## config.mk

```make
export PLATFORM = sky130hd
export DESIGN_NAME = flagev_unit
export DESIGN_NICKNAME = d
export VERILOG_FILES = /design/src/rtl/flagev_pkg.sv /design/src/rtl/flagev_decode.sv /design/src/rtl/flagev_eval.sv /design/src/rtl/flagev_state.sv /design/src/rtl/flagev_unit.sv
export SDC_FILE = /design/constraint.sdc
export NUM_CORES = 1
export LEC_CHECK = 0
export ABC_AREA = 1
export BUFFER_PORTS_ARGS = -buffer_cell sky130_fd_sc_hd__buf_2
export CAP_MARGIN = 0
export CORE_MARGIN = 2
export CORE_UTILIZATION = 33
export CTS_CLUSTER_SIZE = 40
export DETAILED_ROUTE_END_ITERATION = 8
export PLACE_DENSITY = 0.85
export SYNTH_ARGS = -nofsm -noshare
export SYNTH_HDL_FRONTEND = slang
export SYNTH_SLANG_ARGS = --single-unit
```

## constraint.sdc

```tcl
create_clock -name clk -period 2.1 [get_ports clk]
set_input_delay 0.315 -clock clk [delete_from_list [all_inputs] [get_ports clk]]
set_output_delay 0.315 -clock clk [all_outputs]
set_load 0.02 [all_outputs]
```

## src/rtl/flagev_pkg.sv

```systemverilog
package flagev_pkg;

    localparam int XLEN     = 32;
    localparam int RIDX_W   = 5;
    localparam int FORM_BIT = 31;
    localparam int WSEL_BIT = 14;
    localparam int RIDX_LO  = 5;

    // Fixed bits of the recognised form (form-select, width and index excluded)
    localparam logic [XLEN-1:0] ENC_CARE = 32'h7FFF_BC1F;
    localparam logic [XLEN-1:0] ENC_VAL  = 32'h3A00_080D;

    // Operand widths evaluated in parallel
    localparam int NUM_W      = 2;
    localparam int NARROW_W0  = 8;
    localparam int NARROW_W1  = 16;

    typedef enum logic {
        OPW_BYTE = 1'b0,
        OPW_HALF = 1'b1
    } opw_e;

    typedef struct packed {
        logic n;
        logic z;
        logic c;
        logic v;
    } nzcv_t;

    typedef struct packed {
        logic n;
        logic z;
        logic v;
    } nzv_t;

    typedef struct packed {
        logic              hit;
        logic              illegal;
        opw_e              width;
        logic [RIDX_W-1:0] src;
    } dec_t;

    function automatic int width_of(input int sel);
        return (sel == 0) ? NARROW_W0 : NARROW_W1;
    endfunction

endpackage

```

## src/rtl/flagev_decode.sv

```systemverilog
module flagev_decode
    import flagev_pkg::*;
(
    input  logic            valid,
    input  logic [XLEN-1:0] word,
    input  logic            feat_en,
    output dec_t            dec
);
    logic pattern_ok;

    always_comb begin
        pattern_ok  = ((word & ENC_CARE) == ENC_VAL);
        dec.hit     = valid && pattern_ok;
        dec.illegal = !feat_en || word[FORM_BIT];
        dec.width   = opw_e'(word[WSEL_BIT]);
        dec.src     = word[RIDX_LO +: RIDX_W];
    end
endmodule

```

## src/rtl/flagev_eval.sv

```systemverilog
module flagev_eval
    import flagev_pkg::*;
(
    input  logic [XLEN-1:0] data,
    input  opw_e            width,
    output nzv_t            nzv
);
    nzv_t cand [NUM_W];

    // Every width is evaluated each cycle; selection is a plain mux,
    // so the path length never depends on the data.
    for (genvar g = 0; g < NUM_W; g++) begin : g_width
        localparam int TOP = width_of(g) - 1;
        always_comb begin
            cand[g].n = data[TOP];
            cand[g].z = (data[TOP:0] == '0);
            cand[g].v = data[TOP+1] ^ data[TOP];
        end
    end

    always_comb begin
        nzv = (width == OPW_HALF) ? cand[1] : cand[0];
    end
endmodule

```

## src/rtl/flagev_state.sv

```systemverilog
module flagev_state
    import flagev_pkg::*;
(
    input  logic  clk,
    input  logic  rst,
    input  dec_t  dec,
    input  nzv_t  nzv,
    output nzcv_t flags,
    output logic  handled,
    output logic  undef
);
    logic commit;

    always_comb commit = dec.hit && !dec.illegal;

    always_ff @(posedge clk) begin
        if (rst) begin
            flags   <= '0;
            handled <= 1'b0;
            undef   <= 1'b0;
        end else begin
            handled <= commit;
            undef   <= dec.hit && dec.illegal;
            if (commit) begin
                flags.n <= nzv.n;
                flags.z <= nzv.z;
                flags.v <= nzv.v;
            end
        end
    end
endmodule

```

## src/rtl/flagev_unit.sv

```systemverilog
module flagev_unit
    import flagev_pkg::*;
(
    input  logic        clk,
    input  logic        rst,
    input  logic        insn_valid,
    input  logic [31:0] insn_word,
    input  logic        feat_en,
    output logic [4:0]  rf_idx,
    input  logic [31:0] rf_data,
    output logic [3:0]  flags_q,
    output logic        handled,
    output logic        undef
);
    dec_t  dec;
    nzv_t  nzv;
    nzcv_t flags;

    flagev_decode u_decode (
        .valid   (insn_valid),
        .word    (insn_word),
        .feat_en (feat_en),
        .dec     (dec)
    );

    flagev_eval u_eval (
        .data  (rf_data),
        .width (dec.width),
        .nzv   (nzv)
    );

    flagev_state u_state (
        .clk     (clk),
        .rst     (rst),
        .dec     (dec),
        .nzv     (nzv),
        .flags   (flags),
        .handled (handled),
        .undef   (undef)
    );

    assign rf_idx  = dec.src;
    assign flags_q = flags;
endmodule

```

==> impl_results.html <==
<table>
<tr><th>Metric</th><th>Value</th></tr>
<tr><th colspan="2">Synth</th></tr>
<tr><td>Cell variety after synth</td><td>19</td></tr>
<tr><td>Top cells by instance count after synthesis</td><td>sky130_fd_sc_hd__nand2_1, sky130_fd_sc_hd__nor2_1, sky130_fd_sc_hd__inv_1, sky130_fd_sc_hd__buf_4, sky130_fd_sc_hd__nor2_2</td></tr>
<tr><td>Cells after synthesis</td><td>109</td></tr>
<tr><td>Syn_nets</td><td>177</td></tr>
<tr><td>EDFF count, synth</td><td>0</td></tr>
<tr><td>Syn Area/Cell</td><td>5.372 sq um</td></tr>
<tr><td>Synth area leaders</td><td>sky130_fd_sc_hd__nand2_1, sky130_fd_sc_hd__nor2_1, sky130_fd_sc_hd__dfxtp_1</td></tr>
<tr><td>Most used DFF post-synth</td><td>sky130_fd_sc_hd__dfxtp_1</td></tr>
<tr><td>Netlist area before placement</td><td>585.6 sq um</td></tr>
<tr><td>Fraction of synthesized cell area taken by the top area cell type</td><td>17.31%</td></tr>
<tr><td>Number of storage elements in the synthesis netlist</td><td>5</td></tr>
<tr><td>Fraction of the yosys area taken by sequential cells</td><td>17.09%</td></tr>
<tr><td>FFs w/ async S/R, synth</td><td>0%</td></tr>
<tr><td>Synthesis Warnings</td><td>0</td></tr>
<tr><td>Cell accounting for the most synthesized area</td><td>sky130_fd_sc_hd__nand2_1</td></tr>
<tr><th colspan="2">Floorplan</th></tr>
<tr><td>Die extent in x</td><td>46.13 um</td></tr>
<tr><td>Core area</td><td>1689 sq um</td></tr>
<tr><td>Initial Util</td><td>34.67%</td></tr>
<tr><td>Overall die area</td><td>2128 sq um</td></tr>
<tr><td>Number of standard-cell rows in the floorplan</td><td>15</td></tr>
<tr><td>Number of top-level pins</td><td>79</td></tr>
<tr><td>Floorplan die height</td><td>approximately 46 um</td></tr>
<tr><th colspan="2">Power</th></tr>
<tr><td>Cell internal power dissipation</td><td>0.2147 mW</td></tr>
<tr><td>Portion of total power attributed to the clock network</td><td>38.6%</td></tr>
<tr><td>Net switching power of the design</td><td>0.09031 mW</td></tr>
<tr><td>Share of total power in combinational logic</td><td>between 30% and 40%</td></tr>
<tr><td>Total leakage power</td><td>0.4935 nW</td></tr>
<tr><td>Switching share of power</td><td>29.61%</td></tr>
<tr><td>Portion of total power attributed to sequential cells</td><td>31.2%</td></tr>
<tr><td>Pwr Density</td><td>359.6 nW/um^2</td></tr>
<tr><td>Worst IR Drop VDD</td><td>0.0001319 V</td></tr>
<tr><th colspan="2">CTS</th></tr>
<tr><td>Buffer count from post-CTS setup fixing</td><td>0</td></tr>
<tr><td>Insertion delay to the later sink of the worst-skew pair</td><td>0.25 ns</td></tr>
<tr><td>Number of instances resized during post-cts repair</td><td>0</td></tr>
<tr><td>Number of buffers created by CTS</td><td>3</td></tr>
<tr><td>Sinks on Clock Net</td><td>5</td></tr>
<tr><td>H-tree depth</td><td>1</td></tr>
<tr><td>CTS tree</td><td>done</td></tr>
<tr><td>Hold-fix buffers at CTS</td><td>0</td></tr>
<tr><td>Deepest clock path buffer count</td><td>2</td></tr>
<tr><td>Worst-path clk slew</td><td>~0.05 ns</td></tr>
<tr><td>Root Buffer</td><td>sky130_fd_sc_hd__clkbuf_4</td></tr>
<tr><th colspan="2">STA</th></tr>
<tr><td>Tightest hold margin</td><td>~0.27 ns</td></tr>
<tr><td>Max Fclk</td><td>935.8 MHz</td></tr>
<tr><td>Hold violation total from the final report</td><td>0</td></tr>
<tr><td>Post-route clock period utilization</td><td>50.89%</td></tr>
<tr><td>Setup Total Neg Slack</td><td>0 ns</td></tr>
<tr><td>Final slew viol count</td><td>0</td></tr>
<tr><td>Unrepaired setup endpoints after global routing</td><td>false</td></tr>
<tr><td>Final number of setup-violating endpoints</td><td>0</td></tr>
<tr><td>Clk_skew</td><td>0 ns</td></tr>
<tr><td>Final critical-path required period</td><td>1.069 ns</td></tr>
<tr><th colspan="2">Hold path</th></tr>
<tr><td>Worst hold path class</td><td>primary input to flip-flop</td></tr>
<tr><td>Startpoint of the tightest hold check path</td><td>rst</td></tr>
<tr><th colspan="2">Route</th></tr>
<tr><td>Average wire per standard cell</td><td>8.886 um</td></tr>
<tr><td>Initial detailed-routing violation count</td><td>4</td></tr>
<tr><td>Met3 routed wirelength</td><td>120 um</td></tr>
<tr><td>Number of vias in the routed layout</td><td>770</td></tr>
<tr><td>Detailed-router iteration count before antenna repair</td><td>4</td></tr>
<tr><td>ANT nets after route</td><td>0</td></tr>
<tr><td>Final WL</td><td>1564 um</td></tr>
<tr><td>Top layer in use</td><td>met3</td></tr>
<tr><td>Wire length the detailed router placed on met1</td><td>570 um</td></tr>
<tr><td>Ratio of routed vias to standard cells</td><td>4.375</td></tr>
<tr><td>Amount of wire on met2 after detailed routing</td><td>a little under 900 um</td></tr>
<tr><td>Post-detailed-route DRC marker count</td><td>0</td></tr>
<tr><th colspan="2">Place</th></tr>
<tr><td>Count of port buffers added during placement</td><td>52</td></tr>
<tr><td>GP Congestion</td><td>0.7130</td></tr>
<tr><td>Detailed Place HPWL</td><td>1345 um</td></tr>
<tr><th colspan="2">GRT</th></tr>
<tr><td>GRT Residual Overflow</td><td>0</td></tr>
<tr><td>Number of global-route vias before repair</td><td>635</td></tr>
<tr><td>Number of antenna violations at the first check in global routing</td><td>0</td></tr>
<tr><td>Global-route wire length before repair</td><td>2249 um</td></tr>
<tr><td>Total track usage</td><td>between 10% and 20%</td></tr>
<tr><td>Maximum number of pins on one net before global-route repair</td><td>8</td></tr>
<tr><th colspan="2">Critical path</th></tr>
<tr><td>Max FO, Critical Path</td><td>2</td></tr>
<tr><td>Cell family with most CP delay</td><td>flip-flops</td></tr>
<tr><td>Delay of the slowest critical-path stage</td><td>0.34 ns</td></tr>
<tr><td>CP cell instances</td><td>buf_2</td></tr>
<tr><td>Category of the most critical setup path</td><td>flip-flop to primary output</td></tr>
<tr><td>Critical path data arrival time</td><td>0.75 ns</td></tr>
<tr><td>Launching instance or port of the critical path</td><td>u_state.flags[0]$_SDFFE_PP0P_</td></tr>
<tr><td>Required time at the endpoint of the critical path</td><td>1.78 ns</td></tr>
<tr><td>Critical register-to-register path startpoint</td><td>u_state.flags[0]$_SDFFE_PP0P_</td></tr>
<tr><td>Cell at the slowest stage of the critical path</td><td>sky130_fd_sc_hd__dfxtp_1</td></tr>
<tr><td>Kind of start point of the critical path</td><td>flip-flop</td></tr>
<tr><td>Type of destination of the critical path</td><td>primary output</td></tr>
<tr><td>Worst path bufs/invs</td><td>1</td></tr>
<tr><th colspan="2">Status</th></tr>
<tr><td>Run status</td><td>finished, final reports clean</td></tr>
<tr><th colspan="2">Cells and area</th></tr>
<tr><td>Layout net count</td><td>around 230</td></tr>
<tr><td>Ratio of cells with drive above 1 in the final layout</td><td>43.40%</td></tr>
<tr><td>Area Overhead vs Synth</td><td>44.87%</td></tr>
<tr><td>Antenna Cells</td><td>0</td></tr>
<tr><th colspan="2">Run</th></tr>
<tr><td>Count of maximum capacitance violations</td><td>0</td></tr>
</table>
-- layer usage --
layer | vias up | GRT usage [%]
li1 | 415 | -
met1 | 322 | 14.86
met2 | 33 | 28.33
met3 | 0 | 1.176
met4 | 0 | 6.857
met5 | - | 0
-- placed cells by master (no fill, tap or decap), types with 2 or more instances in the layout --
| cell | n |
|---|---|
| sky130_fd_sc_hd__buf_2 | 52 |
| sky130_fd_sc_hd__nor2_4 | 2 |
| sky130_fd_sc_hd__nand2_2 | 2 |
| sky130_fd_sc_hd__nand2_1 | 27 |
| sky130_fd_sc_hd__inv_1 | 16 |
| sky130_fd_sc_hd__clkbuf_4 | 3 |
| sky130_fd_sc_hd__dfxtp_1 | 5 |
| sky130_fd_sc_hd__inv_2 | 3 |
| sky130_fd_sc_hd__nor2_2 | 6 |
| sky130_fd_sc_hd__a21oi_1 | 3 |
| sky130_fd_sc_hd__nand3_1 | 4 |
| sky130_fd_sc_hd__nor2_1 | 27 |
-- through the flow --
stage                     utilization [%]  setup WS (ns)  instance area, sq um  total power [mW]  std cells
after floorplan                         -          1.056                 585.6            0.1504        109
after global placement              48.67         0.9007                 822.0            0.1854        172
after detailed placement            48.67         0.8644                 822.0            0.1892        172
after CTS                           50.22          1.031                 848.3            0.3019        176
after global routing                50.22          1.012                 848.3            0.3238        176
final                               50.22          1.031                 848.3            0.3050        176
-- registers in the layout (all words and copies together), names as in the netlist --
register         flops
u_state.flags        3
u_state.handled      1
u_state.undef        1
-- final timing paths --
| path | end | slack (ns) | depth (start not counted) |
|---|---|---|---|
| worst min-delay path | u_state.handled$_SDFF_PP0_ | 0.27 | 2 |
| worst max register to register | u_state.flags[0]$_SDFFE_PP0P_ | 1.48 | 4 |
| worst max-delay path | flags_q[0] | 1.03 | 1 |
| worst min register to register | u_state.flags[2]$_SDFFE_PP0P_ | 0.49 | 2 |
-- layout make-up --
type,count,area (sq um)
fill,165,840.8
multi-input combinational,79,369.1
timing repair buffer,52,260.3
sequential,5,100.1
inverter,19,71.32
clock buffer,4,26.28
tap,17,21.27
-- power groups by stage --
stage / clock [mW] / sequential [mW] / combinational (mW)
6_report: 0.118 / 0.0952 / 0.0922
5_1_grt: 0.124 / 0.0950 / 0.105
4_1_cts: 0.114 / 0.0952 / 0.0926
3_5_place_dp: 0 / 0.0969 / 0.0922
3_3_place_gp: 0 / 0.0969 / 0.0884
2_1_floorplan: 0 / 0.0969 / 0.0534
-- cell families (layout without fill, tap and decap cells) --
group / Yosys count / count (layout) / synth area share, %
XOR/XNOR: 2 / 2 / 2.992
AO/OA/AOI/OAI: 4 / 4 / 3.417
multiplexers: 1 / 1 / 1.709
flip-flops: 5 / 5 / 17.09
buffers and inverters: 25 / 75 / 19.87
other: 1 / 1 / 0.6404
AND/OR/NAND/NOR: 71 / 71 / 54.28
Power figures use the tool's default switching activity.
